<file path="config.mk">
export PLATFORM = sky130hd
export DESIGN_NAME = desc_ring_ctrl
export DESIGN_NICKNAME = d
export VERILOG_FILES = /design/src/rtl/drq_pkg.sv /design/src/rtl/drq_regs.sv /design/src/rtl/drq_datapath.sv /design/src/rtl/desc_ring_ctrl.sv
export SDC_FILE = /design/constraint.sdc
export NUM_CORES = 1
export LEC_CHECK = 0
export BUFFER_PORTS_ARGS = -buffer_cell sky130_fd_sc_hd__buf_2
export CAP_MARGIN = 10
export CORE_MARGIN = 2
export CORE_UTILIZATION = 40
export DETAILED_ROUTE_END_ITERATION = 16
export PLACE_DENSITY = 0.67
export SKIP_LAST_GASP = 1
export SLEW_MARGIN = 20
export SYNTH_ARGS = -nofsm -noshare
export SYNTH_HDL_FRONTEND = slang
export SYNTH_SLANG_ARGS = --single-unit
export TNS_END_PERCENT = 5
</file>
<file path="constraint.sdc">
create_clock -name clk -period 22.2 [get_ports clk]
set_clock_uncertainty 0.15 [all_clocks]
set_input_delay 2.22 -clock clk [delete_from_list [all_inputs] [get_ports clk]]
set_output_delay 2.22 -clock clk [all_outputs]
set_load 0.02 [all_outputs]
</file>
<file path="src/rtl/drq_pkg.sv">
package drq_pkg;
  localparam int AMT_W = 16;

  // register byte offsets
  localparam logic [11:0] OFF_BASE_LO = 12'h000;
  localparam logic [11:0] OFF_BASE_HI = 12'h004;
  localparam logic [11:0] OFF_RING_LEN = 12'h008;
  localparam logic [11:0] OFF_STATUS  = 12'h00C;
  localparam logic [11:0] OFF_MSG_DAT = 12'h014;
  localparam logic [11:0] OFF_THRESH  = 12'h018;
  localparam logic [11:0] OFF_MSG_LO  = 12'h050;
  localparam logic [11:0] OFF_MSG_HI  = 12'h054;
  localparam logic [11:0] OFF_DSIZE   = 12'h100;
  localparam logic [11:0] OFF_HALT    = 12'h800;
  localparam logic [11:0] OFF_RELEASE = 12'h804;
  localparam logic [11:0] OFF_POST    = 12'h808;

  localparam logic [2:0] DSIZE_WIDE = 3'd7;

  // strobes from the register side to the counters
  typedef struct packed {
    logic postStb;
    logic releaseStb;
    logic [AMT_W-1:0] amount;
  } drqStrobe_t;
endpackage

</file>
<file path="src/rtl/drq_regs.sv">
module drq_regs
  import drq_pkg::*;
#(
  parameter int IDX_W = 14,
  parameter int ADDR_W = 48,
  localparam int CNT_W = IDX_W + 1
) (
  input  logic              clk,
  input  logic              rstN,
  input  logic              regWrEn,
  input  logic [11:0]       regAddr,
  input  logic [31:0]       regWrData,
  output logic [31:0]       regRdData,
  input  logic [CNT_W-1:0]  doneCnt,
  input  logic [IDX_W-1:0]  retirePtr,
  output drqStrobe_t        stb,
  output logic              running,
  output logic              wideDesc,
  output logic [CNT_W-1:0]  effSize,
  output logic [14:0]       thresh,
  output logic [ADDR_W-1:0] baseAddr,
  output logic [ADDR_W-1:0] msgAddr,
  output logic [31:0]       msgData
);
  localparam int CAP_NARROW = ((2 ** IDX_W) < 16384) ? (2 ** IDX_W) : 16384;
  localparam int CAP_WIDE   = ((2 ** IDX_W) < 4096) ? (2 ** IDX_W) : 4096;

  logic [31:0] baseLo, msgLo;
  logic [15:0] baseHi, msgHi, ringLen;
  logic [2:0]  dSize;
  logic [31:0] capV;

  always_ff @(posedge clk) begin
    if (!rstN) begin
      baseLo  <= '0;
      baseHi  <= '0;
      ringLen <= '0;
      thresh  <= '0;
      msgLo   <= '0;
      msgHi   <= '0;
      msgData <= '0;
      dSize   <= 3'd1;
      running <= 1'b0;
    end else if (regWrEn) begin
      case (regAddr)
        OFF_BASE_LO:  baseLo  <= regWrData;
        OFF_BASE_HI:  baseHi  <= regWrData[15:0];
        OFF_RING_LEN: ringLen <= regWrData[15:0];
        OFF_THRESH:   thresh  <= regWrData[14:0];
        OFF_MSG_DAT:  msgData <= regWrData;
        OFF_MSG_LO:   msgLo   <= regWrData;
        OFF_MSG_HI:   msgHi   <= regWrData[15:0];
        OFF_DSIZE:    dSize   <= regWrData[2:0];
        OFF_HALT:     running <= (regWrData == 32'd0);
        default: ;
      endcase
    end
  end

  assign wideDesc = (dSize == DSIZE_WIDE);
  assign capV     = wideDesc ? 32'(CAP_WIDE) : 32'(CAP_NARROW);
  assign effSize  = CNT_W'((32'(ringLen) > capV) ? capV : 32'(ringLen));
  assign baseAddr = ADDR_W'({baseHi, baseLo});
  assign msgAddr  = ADDR_W'({msgHi, msgLo});

  assign stb.postStb    = regWrEn && (regAddr == OFF_POST);
  assign stb.releaseStb = regWrEn && (regAddr == OFF_RELEASE);
  assign stb.amount     = regWrData[AMT_W-1:0];

  always_comb begin
    case (regAddr)
      OFF_BASE_LO:  regRdData = baseLo;
      OFF_BASE_HI:  regRdData = {16'd0, baseHi};
      OFF_RING_LEN: regRdData = {16'd0, ringLen};
      OFF_STATUS:   regRdData = {3'd0, 13'(retirePtr), 1'b0, 15'(doneCnt)};
      OFF_MSG_DAT:  regRdData = msgData;
      OFF_THRESH:   regRdData = {17'd0, thresh};
      OFF_MSG_LO:   regRdData = msgLo;
      OFF_MSG_HI:   regRdData = {16'd0, msgHi};
      OFF_DSIZE:    regRdData = {29'd0, dSize};
      OFF_HALT:     regRdData = {31'd0, ~running};
      default:      regRdData = 32'd0;
    endcase
  end

  // a write to the halt register sets the run state from its value
  a_r3_halt_write: assert property (@(posedge clk) disable iff (!rstN)
    (regWrEn && regAddr == OFF_HALT) |=> (running == $past(regWrData == 32'd0)));
endmodule

</file>
<file path="src/rtl/drq_datapath.sv">
module drq_datapath
  import drq_pkg::*;
#(
  parameter int IDX_W = 14,
  parameter int ADDR_W = 48,
  localparam int CNT_W = IDX_W + 1
) (
  input  logic              clk,
  input  logic              rstN,
  input  drqStrobe_t        stb,
  input  logic              running,
  input  logic              wideDesc,
  input  logic [CNT_W-1:0]  effSize,
  input  logic [14:0]       thresh,
  input  logic [ADDR_W-1:0] baseAddr,
  input  logic              fetchAck,
  input  logic              doneStb,
  input  logic              doneIod,
  output logic              fetchReq,
  output logic [IDX_W-1:0]  fetchIdx,
  output logic [ADDR_W-1:0] fetchAddr,
  output logic              msgValid,
  output logic              ovfErr,
  output logic [CNT_W-1:0]  doneCnt,
  output logic [IDX_W-1:0]  retirePtr
);
  logic [CNT_W-1:0] availCnt, inflight;
  logic [IDX_W-1:0] fetchPtr;
  logic [31:0] outst, room, amt, postAmt, relAmt;
  logic fetchFire, doneHit, postOver;

  function automatic logic [IDX_W-1:0] wrapAdd(input logic [IDX_W-1:0] p,
                                               input logic [31:0] n,
                                               input logic [CNT_W-1:0] sz);
    logic [31:0] s;
    s = 32'(p) + n;
    if (s >= 32'(sz)) s = s - 32'(sz);
    return IDX_W'(s);
  endfunction

  assign fetchReq  = running && (availCnt != '0);
  assign fetchFire = fetchReq && fetchAck;
  assign doneHit   = doneStb && (inflight != '0);
  assign fetchIdx  = fetchPtr;
  assign fetchAddr = baseAddr + (ADDR_W'(fetchPtr) << (wideDesc ? 7 : 5));

  always_comb begin
    outst    = 32'(availCnt) + 32'(inflight) + 32'(doneCnt);
    room     = (32'(effSize) > outst) ? 32'(effSize) - outst : 32'd0;
    amt      = 32'(stb.amount);
    postOver = stb.postStb && (amt > room);
    postAmt  = !stb.postStb ? 32'd0 : (postOver ? room : amt);
    relAmt   = !stb.releaseStb ? 32'd0 :
               ((amt > 32'(doneCnt)) ? 32'(doneCnt) : amt);
  end

  always_ff @(posedge clk) begin
    if (!rstN) begin
      availCnt  <= '0;
      inflight  <= '0;
      doneCnt   <= '0;
      fetchPtr  <= '0;
      retirePtr <= '0;
      ovfErr    <= 1'b0;
      msgValid  <= 1'b0;
    end else begin
      availCnt <= CNT_W'(32'(availCnt) + postAmt - 32'(fetchFire));
      inflight <= CNT_W'(32'(inflight) + 32'(fetchFire) - 32'(doneHit));
      doneCnt  <= CNT_W'(32'(doneCnt) + 32'(doneHit) - relAmt);
      if (fetchFire) fetchPtr <= wrapAdd(fetchPtr, 32'd1, effSize);
      if (stb.releaseStb) retirePtr <= wrapAdd(retirePtr, relAmt, effSize);
      if (postOver) ovfErr <= 1'b1;
      msgValid <= doneHit && doneIod && ((32'(doneCnt) + 32'd1) >= 32'(thresh));
    end
  end

  // no fetch while stopped, so the fetch index holds
  a_r3_halt_holds: assert property (@(posedge clk) disable iff (!rstN)
    !running |=> $stable(fetchIdx));
  // an offered index always lies inside the ring
  a_r5_idx_in_ring: assert property (@(posedge clk) disable iff (!rstN)
    fetchReq |-> (32'(fetchIdx) < 32'(effSize)));
  // the done count only grows on a done strobe
  a_r6_done_cause: assert property (@(posedge clk) disable iff (!rstN)
    (doneCnt > $past(doneCnt)) |-> $past(doneStb));
  // occupancy bound and sticky flag
  a_r8_no_overflow: assert property (@(posedge clk) disable iff (!rstN)
    (32'(availCnt) + 32'(inflight) + 32'(doneCnt)) <= 32'(effSize));
  a_r8_sticky: assert property (@(posedge clk) disable iff (!rstN)
    $past(ovfErr) |-> ovfErr);
  // a message follows a flagged done strobe
  a_r10_msg_cause: assert property (@(posedge clk) disable iff (!rstN)
    msgValid |-> $past(doneStb && doneIod));
endmodule

</file>
<file path="src/rtl/desc_ring_ctrl.sv">
module desc_ring_ctrl
  import drq_pkg::*;
#(
  parameter int IDX_W = 14,
  parameter int ADDR_W = 48
) (
  input  logic              clk,
  input  logic              rstN,
  input  logic              regWrEn,
  input  logic [11:0]       regAddr,
  input  logic [31:0]       regWrData,
  output logic [31:0]       regRdData,
  output logic              fetchReq,
  input  logic              fetchAck,
  output logic [IDX_W-1:0]  fetchIdx,
  output logic [ADDR_W-1:0] fetchAddr,
  input  logic              doneStb,
  input  logic              doneIod,
  output logic              msgValid,
  output logic [ADDR_W-1:0] msgAddr,
  output logic [31:0]       msgData,
  output logic              ovfErr
);
  localparam int CNT_W = IDX_W + 1;

  drqStrobe_t stb;
  logic running, wideDesc;
  logic [CNT_W-1:0] effSize, doneCnt;
  logic [IDX_W-1:0] retirePtr;
  logic [14:0] thresh;
  logic [ADDR_W-1:0] baseAddr;

  drq_regs #(.IDX_W(IDX_W), .ADDR_W(ADDR_W)) uRegs (
    .clk(clk), .rstN(rstN), .regWrEn(regWrEn), .regAddr(regAddr),
    .regWrData(regWrData), .regRdData(regRdData), .doneCnt(doneCnt),
    .retirePtr(retirePtr), .stb(stb), .running(running), .wideDesc(wideDesc),
    .effSize(effSize), .thresh(thresh), .baseAddr(baseAddr),
    .msgAddr(msgAddr), .msgData(msgData)
  );

  drq_datapath #(.IDX_W(IDX_W), .ADDR_W(ADDR_W)) uPath (
    .clk(clk), .rstN(rstN), .stb(stb), .running(running), .wideDesc(wideDesc),
    .effSize(effSize), .thresh(thresh), .baseAddr(baseAddr),
    .fetchAck(fetchAck), .doneStb(doneStb), .doneIod(doneIod),
    .fetchReq(fetchReq), .fetchIdx(fetchIdx), .fetchAddr(fetchAddr),
    .msgValid(msgValid), .ovfErr(ovfErr), .doneCnt(doneCnt),
    .retirePtr(retirePtr)
  );
endmodule

</file>
Yosys cells after proc, flatten, opt, wreduce, memory -nomap -nowiden:

Cells that the tools add are included.

* add/sub/neg operators: 15
* shift-type cells: 1
* $lt $le $gt $ge: 7
* reductions and logical operators: 21
* equality and inequality tests: 12
* multiplexer cells: 11
* bitwise operators: 1

Operators with widths (count)
* $pmux 32 s10: 1
* $ge 32x15->1: 2
* $mux 15: 4
* $add 48x48->48: 1
* $shl 14x32->48: 1
* $eq 12x12->1 const B: 3
* $add 14x32->32: 1
* $add 32x15->32: 1
* $gt 15x32->1: 1
* $gt 16x15->1: 2
* $gt 16x32->1: 1
* $logic_not 32->1: 1
* $mux 16: 2
* $mux 32: 1
* $sub 15x32->32: 1
* $add 15x1->15: 2
* $reduce_bool 15->1: 2
* $sub 15x1->15: 2
* $mux 14: 2
* $sub 14x14->14: 2
* $eq 12x4->1 const B: 2
* $eq 12x5->1 const B: 2
* $eq 12x7->1 const B: 2
* $reduce_and 2->1: 9
* other kinds (13): 20

* word-level logic and storage cells: 84
* flip-flop bits (word level): 238
* output and inout bits: 177

Longest topological paths before layout:

Gate-level depths: netlist of the first run.

* depth in word-level cells: 12
* mapped depth: 57
* gate-level depth less buffers: 53

By module:

From an unflattened synthesis of the first run, not the netlist that was laid out.

* cells, all modules: 2436
* area, all modules: 19799.0 um^2

By module, submodules not included
* drq_datapath: cells an instance 1580, area an instance 12004.0 um^2, sequential area each 1501.4 um^2, times used 1
* drq_regs: cells an instance 856, area an instance 7795.0 um^2, sequential area each 3263.1 um^2, times used 1

Worst setup path after synthesis of the first run:

Ideal clock, no wire load.

* path kind: register to register
* start: reg uPath.availCnt[0]
* end: reg uPath.availCnt[14]
* data required time: 21978 ps
* stages on the path, launching flop included: 55
* data arrival time: 9351 ps
* library setup time: 72 ps
* setup slack: 12628 ps
* path through: dfxtp_1 > ha_1 > inv_1 > fa_1 > nor2b_1 > o21ai_0 > a21boi_0 > o21ai_0 > a21boi_0 > o21ai_0 > a21oi_1 > nor2_1 > xnor2_1 > ha_1 > clkbuf_1 > a21oi_1 > o21ai_1 > a41oi_1 > [19 not listed] > a21oi_1 > a22oi_1 > a21o_1 > a21oi_4 > mux2_2 > ha_1 > inv_1 > fa_1 > a21o_1 > a21oi_1 > o21bai_1 > a21o_1 > a21oi_1 > o21ai_1 > o41ai_2 > nor2_1 > or4_1 > mux2i_1

* word-level cells in the longest chain between the ends: 10
* elaborated cells between the ends (all ways): 14
* those cells by class: 5 x add/sub; 2 x order compare; 3 x mux; 4 x reduce/logical

Ends and longest elaborated chain
* start: declaration: RTL line drq_datapath.sv:27 `logic [CNT_W-1:0] availCnt, inflight;`
* start signal: assignment: RTL line drq_datapath.sv:67 `availCnt <= CNT_W'(32'(availCnt) + postAmt - 32'(fetchFire));`
* $add 15x15->16: RTL line drq_datapath.sv:48 `outst = 32'(availCnt) + 32'(inflight) + 32'(doneCnt);`
* $add 32x15->32: RTL line drq_datapath.sv:48
* $sub 15x32->32 or $gt 15x32->1 (tied branches): RTL line drq_datapath.sv:49 `room = (32'(effSize) > outst) ? 32'(effSize) - outst : 32'd0;`
* $mux 32: RTL line drq_datapath.sv:49
* $gt 16x32->1: RTL line drq_datapath.sv:51 `postOver = stb.postStb && (amt > room);`
* $logic_and 1x1->1: RTL line drq_datapath.sv:51
* $mux 15 (2 in series): RTL line drq_datapath.sv:52 `postAmt = !stb.postStb ? 32'd0 : (postOver ? room : amt);`
* $add 15x15->15: RTL line drq_datapath.sv:67
* $sub 15x1->15 (*): RTL line drq_datapath.sv:67

Mark *: on every way between the ends. The rest lies on a longest branch, timed or not.
A chain may end at the register's enable or synchronous reset.

Worst setup path after layout of the first run:

Same ends and word-level chain as after synthesis.

==> results.ini, run 1 <==
[power]
p_leak_nw=9.844
peakVddDrop_mv=0.06951
p_total_mw=2.020
powerDensity_mw_per_mm2=92.27

[route]
drt-met1-wl_um=30190
via_per_inst=5.816
num_vias=19810
wl_um=70700
maxUsedRoutingLayer=met5
drt_iter0_markers=2100
wl_per_cell_um=20.75
ant_nets=0
drc=0
dr_wl_met2_um=31280
wl_met3_um=6533
drt-pass1-iter-count=8

[synth]
ys.flop_type=dfxtp_1
synth_top_family_by_area=simple AND/OR/NAND/NOR gates
synth_area_mm2=0.01934
synthSimpleGateAreaFrac=0.2221
synthMuxAreaShare=0.01300
synth_async_sr_flop_share=0
synth_compound_area_frac=0.2195
ys_seq_area_frac=0.2464
ys_ff_latch=238
synth_cells=2624
syn-num-nets=2917
yosys.area.top_type_share=0.2464
synth_warnings=0
synth_top_cell_by_area=dfxtp_1
synth_xor_area_frac=0.07336
synthDistinctLibCells=79
synth.area.top_cells=dfxtp_1, ha_1, nand2_1, a21oi_1, xnor2_1
synthAdderAreaFrac=0.1611
synth_edf_count=0
postSynthAreaPerCell_um2=7.370

[timing]
max_freq_mhz=86.46
fin_crit_ns=11.57
hold_violations=0
tightest_slew_ns=1.118
setup-violations-final=0
tns_ns=0
rsz0062_at_grt=no
slew_viol_final=0
finalCritPeriodShare=0.5210
slew-limit-headroom=0.2519

[finish]
fillers=4729
final_layout_size_suffix_gt1_frac=0.1175
final_cell_mix=nand2_1, a21oi_1, dfxtp_1
final_area_mm2=0.02189
multi_input_area_mm2=0.01334
ff_latch_area_mm2=0.004765
syn_to_final_growth_pct=13.17
final_common_cell=nand2_1
final_nets=3062

[place]
numPortBuffers=226
placed_area_mm2=0.02087
gp_congestion=0.9727
dp_hpwl_um=54180

[worst_setup_path]
crit_path_max_incr_delay_ns=0.84
cp_max_fo=28
crit_slowest_cell=and3b_1
rr_worst_depth=51
cp.required_ns=22.58
worst_setup_path_start_kind=register
crit_path_end_kind=register
critPathKind=register to register
r2r-end=uPath.availCnt[14]
r2r_slack_ns=10.63
cp_data_arrival_time_ns=11.94
reg2reg_from=uPath.availCnt[0]
cp_common_cell=a21oi_1

[clock_network]
cts_resized=0
cts_tree=done
cts_buffers=29
htree_num_levels=1
cts.sinks=238
clkTransAtPathRegs_ns=0.06
ctsLongestPathBuffers=3
postCtsSetupBuffers=0
cts_root_buf=clkbuf_16
cts.hold.buffers_added=0
clock_latency_ns=0.60

[global_routing]
grt.overflow.total=0
grt_antenna_before_repair=6
grt.total_usage=0.2709
grt_max_degree=93
grt_pass1_vias=18710
grt_pass1_wl_um=106400

[worst_hold_path]
hp-class=register to register
hp-start=uRegs.msgHi[7]
holdPathStages=2
holdPathEnd=uRegs.msgHi[7]

[outcome]
status=complete, no violations

[floorplanning]
die_area_mm2=0.05012
die_w_um=223.9
initial_core_util=0.4051
io_pins=227
fp.coreArea_mm2=0.04775
rows=80
fp.dieH_um=223.9

[job]
drv_cap=0

through the flow:
stage	utilization	setup WS [ns]	hold slack, ns	cells
3_5_place_dp	0.4371	10.73	0.3110	3353
2_1_floorplan	-	12.63	0.2989	2624
5_1_grt	0.4583	9.597	0.3364	3406
3_3_place_gp	0.4370	11.16	0.3070	3353
6_report	0.4584	10.63	0.3161	3407
4_1_cts	0.4583	10.67	0.3193	3406
area by class of cell:
| type | instances | share of cell area |
|---|---|---|
| diodes | 1 | 0.0001143 |
| clock inverters | 15 | 0.009376 |
| multi-input cells | 2065 | 0.6097 |
| well taps | 615 | 0.03516 |
| clock buffers | 38 | 0.03699 |
| inverters | 190 | 0.03281 |
| repair buffers | 245 | 0.05820 |
| flip-flops and latches | 238 | 0.2177 |
where the power goes:
group | switching [mW] | internal, mW | total (mW) | leakage (nW)
Combinational | 0.592 | 0.409 | 1.00 | 7.41
Sequential | 0.0500 | 0.457 | 0.507 | 1.93
Clock | 0.207 | 0.304 | 0.512 | 0.505
Total | 0.849 | 1.17 | 2.02 | 9.84
synthesized netlist by cell type (all sizes together), types with 21 or more instances:
cell	number
ha	233
a22oi	30
dfxtp	238
o21a	21
mux2i	24
nand4	27
nor4	24
nor3	39
o21ai	83
clkbuf	111
nand2	485
nor2b	24
xnor2	107
nor2	196
a31oi	25
xor2	55
a22o	27
nand2b	28
inv	189
a21oi	290
a21o	49
nand3	65
worst max-delay path by stage:
stage	start	endpoint	slack [ns]	cells past startpoint
floorplan	uPath.availCnt[0]	uPath.availCnt[14]	12.63	54
global placement	uPath.availCnt[0]	uPath.availCnt[14]	11.16	51
detailed placement	uPath.inflight[1]	uPath.availCnt[14]	10.73	50
CTS	uPath.inflight[1]	uPath.availCnt[14]	10.67	50
global route	uPath.inflight[1]	uPath.availCnt[14]	9.60	50
finish	uPath.availCnt[0]	uPath.availCnt[14]	10.63	51
critical path, delay by kind of cell, from the launching register on:
family | cells | cell delay (ns)
multiplexers | 2 | 0.56
adder cells (fa/ha/maj) | 8 | 2.63
XOR/XNOR | 2 | 0.23
flip-flops | 1 | 0.36
AO/OA/AOI/OAI | 24 | 4.55
buffers and inverters | 3 | 0.19
AND/OR/NAND/NOR | 12 | 2.75
flip-flops by register name (all words and copies together), names as in the netlist:
register / count
uRegs.ringLen: 16
uPath.retirePtr: 14
uRegs.baseLo: 32
uPath.doneCnt: 15
uRegs.thresh: 15
uPath.fetchIdx: 14
uRegs.msgLo: 32
uPath.inflight: 15
uPath.msgValid: 1
uRegs.dSize: 3
uRegs.running: 1
uPath.availCnt: 15
uRegs.msgHi: 16
uRegs.baseHi: 16
uPath.ovfErr: 1
uRegs.msgData: 32
logic make-up (layout without fill, tap and decap cells):
logic type               Yosys count  count (layout)
XOR/XNOR                         162             162
multiplexers                      25              25
buffers and inverters            321             488
flip-flops                       238             238
AO/OA/AOI/OAI                    665             665
other                              0               1
AND/OR/NAND/NOR                  970             970
adder cells (fa/ha/maj)          243             243
layer usage:
layer	up-vias	global-route usage
met3	177	0.05850
met2	896	0.4291
met5	-	0
met1	9312	0.3625
li1	9415	-
met4	14	0.09656
Power figures use the tool's default switching activity.
==> run 2, diff against run 1 <==
- clock period: 22.2 -> 10.7 ns (I/O delays scaled with it)
==> run 2 against run 1 <==
Net effect: sequential power is 110% higher; setup slack worse by 9.9 ns; power increased by 110%; critical path depth unchanged; critical path type unchanged; sequential cell count stayed put; first-iteration DRC count shrank 1.4%; final cell count grew 0.18%; clock-buffer cell count up 2.
==> results.ini, run 2 (synthesis gave the netlist of run 1 again) <==
[floorplanning]
fp.dieH_um=223.9  ; unchanged
initial_core_util=0.4051  ; unchanged
die_area_mm2=0.05012  ; unchanged
fp.coreArea_mm2=0.04775  ; unchanged
die_w_um=223.9  ; unchanged
io_pins=227  ; unchanged
rows=80  ; unchanged

[clock_network]
clock_latency_ns=0.58  ; -0.02 ns
htree_num_levels=1  ; unchanged
cts_buffers=28  ; -3.4%
cts_tree=done
cts_root_buf=clkbuf_16
clkTransAtPathRegs_ns=0.06  ; about the same
ctsLongestPathBuffers=3  ; unchanged
cts.sinks=238  ; unchanged
cts.hold.buffers_added=0  ; unchanged

[finish]
final_common_cell=nand2_1
diodes=0  ; -1
final_nets=3069  ; +0.23%
final_layout_size_suffix_gt1_frac=0.1229  ; +0.005424
top_regs=uRegs.baseLo: 32 flops, uRegs.msgData: 32 flops, uRegs.msgLo: 32 flops
syn_to_final_growth_pct=13.66
fillers=4737  ; +0.17%
final_cell_mix=nand2_1, a21oi_1, dfxtp_1

[route]
drc=0  ; unchanged
ant_nets=0  ; unchanged
wl_um=71360  ; +0.93%
wl_per_cell_um=20.91  ; +0.76%
via_per_inst=5.870  ; +0.94%
drt_iter0_markers=2071  ; -1.4%
drt-pass1-iter-count=7  ; -1
num_vias=20040  ; +1.1%

[place]
numPortBuffers=226  ; unchanged
gp_congestion=0.9563  ; -1.7%
dp_hpwl_um=54260  ; +0.13%

[timing]
hold_violations=0  ; unchanged
finalCritPeriodShare=0.9343  ; +0.4133
slew-limit-headroom=0.2767  ; +0.02477
max_freq_mhz=100.0  ; +16%
setup-violations-final=0  ; unchanged
slew_viol_final=0  ; unchanged
tns_ns=0  ; unchanged
fin_crit_ns=9.996  ; -1.570 ns
tightest_slew_ns=1.085  ; -0.03302 ns
hold_slack_ns=0.3212  ; +0.005092 ns

[worst_setup_path]
crit_path_max_incr_delay_ns=0.51  ; -0.33 ns
worst_setup_path_start_kind=register
crit_path_end_kind=register
cp_max_fo=6  ; -79%
cp.required_ns=11.05  ; -11.53 ns
cp_data_arrival_time_ns=10.35  ; -1.59 ns
critPathKind=register to register
crit_slowest_cell=or4_1

[global_routing]
grt.total_usage=0.2716  ; +0.0006461
grt_pass1_vias=18820  ; +0.59%
grt_max_degree=101  ; +8.6%
grt.overflow.total=0  ; unchanged
grt_antenna_before_repair=5  ; -1
grt_pass1_wl_um=106600  ; +0.21%

[job]
drv_cap=0  ; unchanged

[power]
powerDensity_mw_per_mm2=191.6  ; +110%
peakVddDrop_mv=0.1249  ; +80%
p_leak_nw=9.842  ; about the same

[worst_hold_path]
hp-class=register to register

[outcome]
status=complete, no violations

## run 2: layout make-up
class	instances	area, um^2	area share
clock inverters	12	171.4	0.007798
inverters	190	718.2	0.03267
well taps	615	769.5	0.03500
flip-flops and latches	238	4766	0.2168
clock buffers	40	787.0	0.03580
repair buffers	252	1330	0.06050
multi-input cells	2066	13440	0.6114
## run 2: report_power, final
| part | switching, mW | total, mW | internal [mW] | leakage [nW] |
|---|---|---|---|---|
| Sequential | 0.106 | 1.05 | 0.949 | 1.93 |
| Combinational | 1.26 | 2.13 | 0.865 | 7.46 |
| Clock | 0.420 | 1.03 | 0.607 | 0.459 |
## run 2: per-stage QoR
step	power [mW]	area (um^2)	instances	setup WS [ns]	util
floorplan	2.574	19340	2624	1.128	-
global placement	3.068	20900	3358	0.4373	0.4378
detailed placement	3.102	20910	3358	0.2323	0.4378
CTS	4.136	21860	3410	0.1567	0.4579
global route	4.481	21980	3413	-0.05279	0.4604
finish	4.212	21980	3413	0.7035	0.4604
## run 2: routing by layer
metal	wire [um]	GRT usage
met1	29700	0.3520
met2	31180	0.4216
met3	7057	0.07280
met4	3334	0.1222
met5	93	0
## run 2: what timing repair did
action	CTS	global route
setup endpoints to repair	0	6
buffers inserted	0	2
resized for setup	0	25
## run 2: critical path, delay by kind of cell (launching register included)
family / cells / cell delay (ns)
compound gates: 23 / 3.77
xor+xnor: 1 / 0.10
fa+ha+maj: 8 / 2.43
buf+inv: 3 / 0.26
flops: 1 / 0.36
mux: 2 / 0.51
simple gates: 14 / 2.34
## run 2: path summary, 6_finish.rpt
| check | slack, ns | cells after the start | to | from |
|---|---|---|---|---|
| worst max-delay path | 0.70 | 51 | uPath.availCnt[14] | uPath.availCnt[0] |
| worst min-delay path | 0.32 | 2 | uPath.ovfErr | uPath.ovfErr |
| worst max register to register | 0.70 | 51 | uPath.availCnt[14] | uPath.availCnt[0] |
| worst min register to register | 0.32 | 2 | uPath.ovfErr | uPath.ovfErr |
